==> config.mk <==
export PLATFORM = sky130hd
export DESIGN_NAME = adc_scan_sequencer
export DESIGN_NICKNAME = d
export VERILOG_FILES = /design/src/rtl/adc_scan_pkg.sv /design/src/rtl/adc_scan_timer.sv /design/src/rtl/adc_scan_chan_ptr.sv /design/src/rtl/adc_scan_result_bank.sv /design/src/rtl/adc_scan_sequencer.sv
export SDC_FILE = /design/constraint.sdc
export NUM_CORES = 1
export LEC_CHECK = 0
export BUFFER_PORTS_ARGS = -buffer_cell sky130_fd_sc_hd__buf_4
export CAP_MARGIN = 15
export CORE_MARGIN = 5
export CORE_UTILIZATION = 60
export CTS_BUF_LIST = sky130_fd_sc_hd__clkbuf_4
export CTS_CLUSTER_SIZE = 14
export DETAILED_ROUTE_END_ITERATION = 8
export GPL_TIMING_DRIVEN = 1
export PLACE_DENSITY = 0.88
export SYNTH_ARGS = -nofsm -noshare
export SYNTH_HDL_FRONTEND = slang
export SYNTH_SLANG_ARGS = --single-unit
==> constraint.sdc <==
create_clock -name clk -period 4 [get_ports clk]
set_input_delay 0.8 -clock clk [delete_from_list [all_inputs] [get_ports clk]]
set_output_delay 0.8 -clock clk [all_outputs]
set_load 0.03 [all_outputs]
==> src/rtl/adc_scan_pkg.sv <==
`timescale 1ns/1ps
package adc_scan_pkg;

    typedef enum logic [1:0] {
        ST_IDLE  = 2'd0,
        ST_DELAY = 2'd1,
        ST_CONV  = 2'd2
    } scan_state_e;

    function automatic int max3(input int a, input int b, input int c);
        int m;
        m = (a > b) ? a : b;
        return (m > c) ? m : c;
    endfunction

endpackage

==> src/rtl/adc_scan_timer.sv <==
`timescale 1ns/1ps
module adc_scan_timer #(
    parameter int TMR_W = 9
) (
    input  logic             clk,
    input  logic             rst_n,
    input  logic             load_i,
    input  logic [TMR_W-1:0] load_val_i,
    output logic             done_o
);

    logic [TMR_W-1:0] cnt_q;

    always_ff @(posedge clk or negedge rst_n) begin
        if (!rst_n) begin
            cnt_q <= '0;
        end else if (load_i) begin
            cnt_q <= load_val_i;
        end else if (cnt_q != '0) begin
            cnt_q <= cnt_q - 1'b1;
        end
    end

    assign done_o = (cnt_q == '0);

    // the count steps down by exactly one per cycle between loads
    p_count_step_r6: assert property (@(posedge clk) disable iff (!rst_n)
        (!load_i && cnt_q != '0) |=> (cnt_q == $past(cnt_q) - 1'b1));

endmodule

==> src/rtl/adc_scan_chan_ptr.sv <==
`timescale 1ns/1ps
module adc_scan_chan_ptr #(
    parameter int GROUP_CH = 4,
    parameter int OFF_W    = 2,
    parameter int CH_W     = 3
) (
    input  logic             clk,
    input  logic             rst_n,
    input  logic             restart_i,
    input  logic             grp_i,
    input  logic [OFF_W-1:0] size_i,
    input  logic             advance_i,
    output logic [CH_W-1:0]  chan_o,
    output logic             last_o
);

    localparam logic [OFF_W-1:0] MAX_OFF = OFF_W'(GROUP_CH - 1);

    logic             grp_q;
    logic [OFF_W-1:0] size_q;
    logic [OFF_W-1:0] off_q;
    logic [OFF_W-1:0] size_clamped;

    assign size_clamped = (size_i > MAX_OFF) ? MAX_OFF : size_i;

    always_ff @(posedge clk or negedge rst_n) begin
        if (!rst_n) begin
            grp_q  <= 1'b0;
            size_q <= '0;
            off_q  <= '0;
        end else if (restart_i) begin
            grp_q  <= grp_i;
            size_q <= size_clamped;
            off_q  <= '0;
        end else if (advance_i) begin
            off_q <= last_o ? '0 : off_q + 1'b1;
        end
    end

    assign last_o = (off_q == size_q);
    assign chan_o = grp_q ? (CH_W'(GROUP_CH) + CH_W'(off_q)) : CH_W'(off_q);

    // the scan position never passes the selected size
    p_off_in_range_r3: assert property (@(posedge clk) disable iff (!rst_n)
        off_q <= size_q);

    // advancing from the last position wraps to the first channel
    p_wrap_r9: assert property (@(posedge clk) disable iff (!rst_n)
        (advance_i && last_o && !restart_i) |=> (off_q == '0));

endmodule

==> src/rtl/adc_scan_result_bank.sv <==
`timescale 1ns/1ps
module adc_scan_result_bank #(
    parameter int NUM_CH = 8,
    parameter int CH_W   = 3,
    parameter int RES_W  = 10
) (
    input  logic                    clk,
    input  logic                    rst_n,
    input  logic                    wr_en_i,
    input  logic [CH_W-1:0]         wr_idx_i,
    input  logic [RES_W-1:0]        wr_data_i,
    output logic [NUM_CH*RES_W-1:0] results_o
);

    for (genvar ch = 0; ch < NUM_CH; ch++) begin : g_slot
        logic [RES_W-1:0] val_q;

        always_ff @(posedge clk or negedge rst_n) begin
            if (!rst_n) begin
                val_q <= '0;
            end else if (wr_en_i && wr_idx_i == CH_W'(ch)) begin
                val_q <= wr_data_i;
            end
        end

        assign results_o[ch*RES_W +: RES_W] = val_q;
    end

    // without a write strobe no result register changes
    p_hold_without_write_r4: assert property (@(posedge clk) disable iff (!rst_n)
        !wr_en_i |=> $stable(results_o));

endmodule

==> src/rtl/adc_scan_sequencer.sv <==
`timescale 1ns/1ps
module adc_scan_sequencer #(
    parameter int GROUP_CH    = 4,
    parameter int RES_W       = 10,
    parameter int START_DELAY = 10,
    parameter int CONV_SLOW   = 266,
    parameter int CONV_FAST   = 134
) (
    input  logic                      clk,
    input  logic                      rst_n,
    input  logic                      start_i,
    input  logic                      grp_sel_i,
    input  logic                      clk_sel_i,
    input  logic                      irq_en_i,
    input  logic [1:0]                scan_size_i,
    input  logic                      flag_clr_i,
    input  logic                      core_done_i,
    input  logic [RES_W-1:0]          core_data_i,
    output logic [2:0]                chan_o,
    output logic                      sample_o,
    output logic                      convert_o,
    output logic                      flag_o,
    output logic                      irq_o,
    output logic [2*GROUP_CH*RES_W-1:0] results_o
);

    import adc_scan_pkg::*;

    localparam int NUM_CH  = 2 * GROUP_CH;
    localparam int CH_W    = $clog2(NUM_CH);
    localparam int OFF_W   = (GROUP_CH > 1) ? $clog2(GROUP_CH) : 1;
    localparam int MAX_CNT = max3(START_DELAY, CONV_SLOW, CONV_FAST);
    localparam int TMR_W   = $clog2(MAX_CNT + 1);

    localparam logic [TMR_W-1:0] DELAY_M1 = TMR_W'(START_DELAY - 1);
    localparam logic [TMR_W-1:0] SLOW_M1  = TMR_W'(CONV_SLOW - 1);
    localparam logic [TMR_W-1:0] FAST_M1  = TMR_W'(CONV_FAST - 1);

    scan_state_e state_q, state_d;

    logic             tmr_load;
    logic [TMR_W-1:0] tmr_val;
    logic             tmr_done;
    logic             ptr_restart;
    logic             ptr_advance;
    logic             ptr_last;
    logic [CH_W-1:0]  chan;
    logic             conv_end;
    logic             enter_conv;
    logic [TMR_W-1:0] conv_len_m1;
    logic [RES_W-1:0] hold_q;
    logic             sample_q;
    logic             flag_q;
    logic             irq_q;
    logic             scan_done;

    assign conv_len_m1 = clk_sel_i ? FAST_M1 : SLOW_M1;

    // State register
    always_ff @(posedge clk or negedge rst_n) begin
        if (!rst_n) begin
            state_q <= ST_IDLE;
        end else begin
            state_q <= state_d;
        end
    end

    // Next state and control strobes
    always_comb begin
        state_d     = state_q;
        tmr_load    = 1'b0;
        tmr_val     = '0;
        ptr_restart = 1'b0;
        ptr_advance = 1'b0;
        conv_end    = 1'b0;
        enter_conv  = 1'b0;
        unique case (state_q)
            ST_IDLE: begin
                if (start_i) begin
                    state_d     = ST_DELAY;
                    tmr_load    = 1'b1;
                    tmr_val     = DELAY_M1;
                    ptr_restart = 1'b1;
                end
            end
            ST_DELAY: begin
                if (!start_i) begin
                    state_d = ST_IDLE;
                end else if (tmr_done) begin
                    state_d    = ST_CONV;
                    tmr_load   = 1'b1;
                    tmr_val    = conv_len_m1;
                    enter_conv = 1'b1;
                end
            end
            ST_CONV: begin
                if (!start_i) begin
                    state_d = ST_IDLE;
                end else if (tmr_done) begin
                    conv_end    = 1'b1;
                    ptr_advance = 1'b1;
                    tmr_load    = 1'b1;
                    tmr_val     = conv_len_m1;
                    enter_conv  = 1'b1;
                end
            end
            default: state_d = ST_IDLE;
        endcase
    end

    assign scan_done = conv_end && ptr_last;

    // Output registers
    always_ff @(posedge clk or negedge rst_n) begin
        if (!rst_n) begin
            sample_q <= 1'b0;
            flag_q   <= 1'b0;
            irq_q    <= 1'b0;
            hold_q   <= '0;
        end else begin
            sample_q <= enter_conv;
            if (core_done_i) begin
                hold_q <= core_data_i;
            end
            if (scan_done) begin
                flag_q <= 1'b1;
                if (irq_en_i) begin
                    irq_q <= 1'b1;
                end
            end else if (flag_clr_i) begin
                flag_q <= 1'b0;
                irq_q  <= 1'b0;
            end
        end
    end

    assign sample_o  = sample_q;
    assign convert_o = (state_q == ST_CONV);
    assign flag_o    = flag_q;
    assign irq_o     = irq_q;
    assign chan_o    = 3'(chan);

    adc_scan_timer #(
        .TMR_W (TMR_W)
    ) u_timer (
        .clk        (clk),
        .rst_n      (rst_n),
        .load_i     (tmr_load),
        .load_val_i (tmr_val),
        .done_o     (tmr_done)
    );

    adc_scan_chan_ptr #(
        .GROUP_CH (GROUP_CH),
        .OFF_W    (OFF_W),
        .CH_W     (CH_W)
    ) u_chan_ptr (
        .clk       (clk),
        .rst_n     (rst_n),
        .restart_i (ptr_restart),
        .grp_i     (grp_sel_i),
        .size_i    (OFF_W'(scan_size_i)),
        .advance_i (ptr_advance),
        .chan_o    (chan),
        .last_o    (ptr_last)
    );

    adc_scan_result_bank #(
        .NUM_CH (NUM_CH),
        .CH_W   (CH_W),
        .RES_W  (RES_W)
    ) u_bank (
        .clk       (clk),
        .rst_n     (rst_n),
        .wr_en_i   (conv_end),
        .wr_idx_i  (chan),
        .wr_data_i (hold_q),
        .results_o (results_o)
    );

    // a low run bit outside IDLE always leads back to IDLE
    p_abort_to_idle_r11: assert property (@(posedge clk) disable iff (!rst_n)
        (state_q != ST_IDLE && !start_i) |=> (state_q == ST_IDLE));

    // the sample strobe lasts a single cycle
    p_sample_single_r12: assert property (@(posedge clk) disable iff (!rst_n)
        sample_o |=> !sample_o);

    // a sample strobe is always inside a conversion
    p_sample_in_conv_r12: assert property (@(posedge clk) disable iff (!rst_n)
        sample_o |-> convert_o);

    // the flag is sticky until a clear pulse
    p_flag_sticky_r10: assert property (@(posedge clk) disable iff (!rst_n)
        (flag_o && !flag_clr_i) |=> flag_o);

    // a clear with no simultaneous completion drops the interrupt
    p_clear_drops_irq_r10: assert property (@(posedge clk) disable iff (!rst_n)
        (flag_clr_i && !scan_done) |=> (!irq_o && !flag_o));

    // an interrupt request never stands without the flag
    p_irq_needs_flag_r8: assert property (@(posedge clk) disable iff (!rst_n)
        irq_o |-> flag_o);

    // the flag only rises after the last channel of the scan converted
    p_flag_rise_r7: assert property (@(posedge clk) disable iff (!rst_n)
        $rose(flag_o) |-> $past(conv_end && ptr_last));

endmodule

# [After elaboration in Yosys (flattened, before gate mapping)]
# Cells that the tools add are included.
# Widths: inputs -> output; s select.
[word_totals] in_bits=20 regBits=109 elab_cells=82 out_inout_bits=87
[classes] n_mux=28 addsub=3 n_reduce_logical=19 magnitude_cmp=1 eq_ne=14
[op_table] cell="$mux 9" n=5
[op_table] cell="$pmux 9 s2" n=1
[op_table] cell="$mux 2" n=8
[op_table] cell="$eq 3x3->1 const B" n=4
[op_table] cell="$mux 1" n=10
[op_table] cell="$logic_and 1x1->1" n=9
[op_table] cell="$logic_not 9->1" n=1
[op_table] cell="$reduce_bool 9->1" n=1
[op_table] cell="$sub 9x1->9 const B" n=1
[op_table] cell="$eq 3x2->1 const B" n=2
[op_table] cell="$ne 2x2->1 const B" n=3
[op_table] cell="$pmux 2 s3" n=1
[op_table] cell="$reduce_bool 2->1" n=3
[op_table] cell="$mux 4" n=1
[op_table] cell="$add 3x2->3 const A" n=1
[op_table] cell="$eq 3x1->1 const B" n=1
[op_table] cell="$logic_not 3->1" n=1
[op_table] cell="$mux 3" n=1
[op_table] cell="$ne 3x3->1 const B" n=1
[op_table] cell="$reduce_and 3->1" n=1
[op_table] cell="$add 2x1->2 const B" n=1
[op_table] cell="$eq 2x1->1 const B" n=1
[op_table] cell="$eq 2x2->1" n=1
[op_table] cell="$eq 2x2->1 const B" n=1
[op_table] cell="other kinds (5)" n=5

# [Logic depth before layout (Yosys ltp)]
[logic_depth] word_depth=7 ltp_mapped=6 ltp_nobuf=6

# [Cells and area by module]
# From an unflattened synthesis, not the netlist that was laid out.
[hier_totals] cells_unflattened=311 area_unflattened_um2=4653.2
[modules_own_cells] mod="adc_scan_result_bank" n_inst=1 seq_area_each_um2=2001.9 area_each_um2=3163.0 cells_each=175
[modules_own_cells] mod="adc_scan_sequencer" n_inst=1 seq_area_each_um2=375.4 area_each_um2=714.4 cells_each=57
[modules_own_cells] mod="adc_scan_timer" n_inst=1 seq_area_each_um2=225.2 area_each_um2=534.3 cells_each=57
[modules_own_cells] mod="adc_scan_chan_ptr" n_inst=1 seq_area_each_um2=125.1 area_each_um2=241.5 cells_each=22

# [Worst setup path after synthesis]
# No wires, ideal clock.
[synth_timing] kind="register to register" start="register u_timer.cnt_q[0]" end="register u_bank.g_slot[2].val_q[0]" setup_ps=125 path_buffers=0 required_time_ps=3875 path_stages_with_launch=7 period_less_slack_ps=2130 setup_slack_ps=1870 t_arrival_ps=2005 cell_sequence="dfrtp_1 > inv_1 > ha_1 > or4b_4 > nor3_4 > nand3_4 > mux2_4"
[synth_via] elab_chain_len=5
[synth_lines] element="start: declaration" line="adc_scan_timer.sv:12" source="logic [TMR_W-1:0] cnt_q;"
[synth_lines] element="start signal: assignment" line="adc_scan_timer.sv:18" source="cnt_q <= load_val_i;"
[synth_lines] element="start signal: assignment" line="adc_scan_timer.sv:20" source="cnt_q <= cnt_q - 1'b1;"
[synth_lines] element="$logic_not 9->1" line="adc_scan_timer.sv:24" source="assign done_o = (cnt_q == '0);"
[synth_lines] element="$mux 1" line="adc_scan_sequencer.sv:99" source="end else if (tmr_done) begin"
[synth_lines] element="$mux 1"
[synth_lines] element="$mux 1" line="adc_scan_sequencer.sv:77" source="unique case (state_q)"
[synth_lines] element="$logic_and 1x1->1" line="adc_scan_result_bank.sv:21" source="end else if (wr_en_i && wr_idx_i == CH_W'(ch)) begin"
[synth_lines] element="end signal: assignment" line="adc_scan_result_bank.sv:22" source="val_q <= wr_data_i;"
[synth_lines] element="end: declaration" line="adc_scan_result_bank.sv:16" source="logic [RES_W-1:0] val_q;"
# No other way between the ends.
# A chain may end at the register's enable or synchronous reset.

# [Worst setup path after layout]
[layout_timing] start="register u_timer.cnt_q[0]" end="register u_bank.g_slot[3].val_q[2]"
[layout_via] elab_chain_len=5
[layout_lines] element="$logic_not 9->1" line="adc_scan_timer.sv:24"
[layout_lines] element="$mux 1" line="adc_scan_sequencer.sv:99"
[layout_lines] element="$mux 1"
[layout_lines] element="$mux 1" line="adc_scan_sequencer.sv:77"
[layout_lines] element="$logic_and 1x1->1" line="adc_scan_result_bank.sv:21"
[layout_lines] element="end signal: assignment" line="adc_scan_result_bank.sv:22"
[layout_lines] element="end: declaration" line="adc_scan_result_bank.sv:16"
# No other way between the ends.

==> qor.yml <==
cts_resized: 0
grt.total_usage_pct: 22.8
async_flop_share_pct: 100
final.min_clock_period_ns: 2.45
syn_nets: 335
finalHoldViolCount: 0
num_antenna_cells: 0
slew_headroom_pct: 47.8
crit_path_start_kind: "register"
drt_iter0_drc: 167
wl_per_cell_um: 20.2
finalCritPeriodShare_pct: 61.2
h-tree-depth: 3
drc_errors: 0
synth_edf_count: 0
synth_top_area_share_pct: 59.5
post_cts_buffers: 0
worstSkewPairLatency_ns: 0.46
grt_pass1_vias: 3205
hpwlAfterDp_mm: 7.58
p_per_area_nw_per_um2: 418
syn-mean-instance-area_um2: 15.0
rsz0062_at_grt: "false"
firstDrtPassIters: 4
synth_cell_types: 43
postCtsHoldBufs: 0
yosysSeqAreaShare_pct: 59.5
start_util_pct: 62.6
synthCells: 305
tightest_slew_ns: 0.783
grt_pass1_wl_mm: 16.9
synth.area.top_cells: "dfrtp_1 59%, mux2_2 19%, mux2_1 3.2%"
drive_gt1_share_pct: 51.3
required_ns: 4.37
leakagePower_uw: 0.00294
rows: 31
fmax_mhz: 408
synth_common_cells: "109 x dfrtp_1, 77 x mux2_2, 13 x mux2_1"
die_h_um: 97.4
cts_tree: "yes"
avgViaCountPerCell: 5.67
critPathCaptureType: "register"
die_w_um: 97.4
vias: 2972
cts_root_buf: "clkbuf_4"
area_growth_pct: 23.1
maxCapViolCount: 0
cp_data_arrival_time_ns: 2.82
yosysMostFrequentCell: "dfrtp_1"
antenna_found_initial: 0
core_region_area_um2: 7330
clk_pin_slew_ns: 0.16
ys_warn_count: 0
clock_path_buffers: 2
ant_nets: 0
io_buffer_count: 106
place_congestion: 0.864
drv_slew: 0
synth_ff_type: "dfrtp_1"
setup_tns_ns: 0
hp-class: "input port to async pin"
peakVddDrop_mv: 0.307
layout.nets: 450
design.portCount: 107
grt_overflow: 0
power_uw: 2360
post-route-util_pct: 77.0
cts_buffers: 9
syn_area_um2: 4590
cts.sinks: 109
status: "finished clean"
cp_max_fo: 10
grt_max_degree: 67
wirelength_mm: 10.6
synth_seq_cells: 109
finalSetupViolCount: 0
yosys.area.top_type: "dfrtp_1"
skew_ns: 0.0173
holdWs_ns: 0.395
crit_type: "register to register"
dieArea_um2: 9490
==> through the flow <==
stage               area [um^2]  worst slack, ns  cells
floorplan                  4590             1.87    305
finish                     5650             1.55    524
global placement           5500             1.72    508
CTS                        5650             1.53    524
global route               5650             1.34    524
detailed placement         5500             1.56    508
==> cells by family (layout without fill, tap and decap cells) <==
group,after synthesis,in the layout,synth area share [%]
adder cells (fa/ha/maj),10,10,2.73
AND/OR/NAND/NOR,46,46,7.86
flip-flops,109,109,59.5
buffers and inverters,13,133,1.20
AO/OA/AOI/OAI,24,24,3.63
multiplexers,94,94,23.4
XOR/XNOR,9,9,1.72
==> worst max-delay path: stages (launching register included) <==
cell     delay, ns
dfrtp_1       0.43
inv_1         0.10
ha_1          0.24
nor4b_4       0.35
nand2_1       0.29
nor3_4        0.53
mux2_2        0.40
==> final timing paths <==
path | from | to | slack [ns] | cells past startpoint
setup / recovery | u_timer.cnt_q[0] | u_bank.g_slot[3].val_q[2] | 1.55 | 6
hold / removal | rst_n | u_bank.g_slot[6].val_q[2] | 0.40 | 1
setup reg to reg | u_timer.cnt_q[0] | u_bank.g_slot[3].val_q[2] | 1.55 | 6
hold reg to reg | u_bank.g_slot[6].val_q[6] | u_bank.g_slot[6].val_q[6] | 0.51 | 1
max in group asynchronous | rst_n | u_bank.g_slot[5].val_q[3] | 2.78 | 2
min in group clk | u_bank.g_slot[6].val_q[6] | u_bank.g_slot[6].val_q[6] | 0.51 | 1
==> power breakdown <==
| part | total, uW | switching, uW | internal [uW] |
|---|---|---|---|
| clock network | 569 | 364 | 205 |
| registers | 1290 | 111 | 1180 |
| logic | 503 | 284 | 219 |
| total | 2360 | 759 | 1600 |
==> flip-flops by register name (all words and copies together), names as in the netlist <==
name	cells
u_bank.g_slot.val_q	80
irq_o	1
state_q	2
u_chan_ptr.off_q	2
u_timer.cnt_q	9
flag_o	1
u_chan_ptr.size_q	2
hold_q	10
u_chan_ptr.grp_q	1
sample_o	1
==> layer usage <==
metal	global-route usage, %	up-vias	share of wire, %
li1	-	1330	-
met1	27.9	1531	40
met2	37.7	100	51
met3	9.33	11	8.2
met4	5.43	0	0.79
met5	0	-	0
==> layout make-up <==
| type | count | area, um^2 |
|---|---|---|
| clock inverters | 6 | 72.6 |
| fillers | 431 | 1680 |
| flip-flops and latches | 109 | 2730 |
| clock buffers | 10 | 75.1 |
| repair buffers | 108 | 811 |
| inverters | 9 | 33.8 |
| multi-input cells | 183 | 1800 |
| well taps | 99 | 124 |
==> cell usage in the layout (no fill, tap or decap), drive strengths merged <==
cell type,count
dfrtp,109
nor4,1
ha,10
o22ai,1
nor3b,1
o211ai,2
nor2b,1
o31a,1
o221ai,1
inv,10
nor4b,1
a31oi,2
buf,108
a32o,1
nand2b,2
a22oi,1
a211o,1
xnor2,7
nand2,9
a311oi,1
or3,1
mux2,94
nor3,4
o41ai,1
or4,2
and2,2
clkbuf,10
o21ai,8
nand3,4
bufinv,1
or4b,1
xor2,2
o2111ai,1
a211oi,2
nor2,14
o31ai,1
nand4,3
clkinv,4
Note: power is estimated with default switching activity, not from simulation.
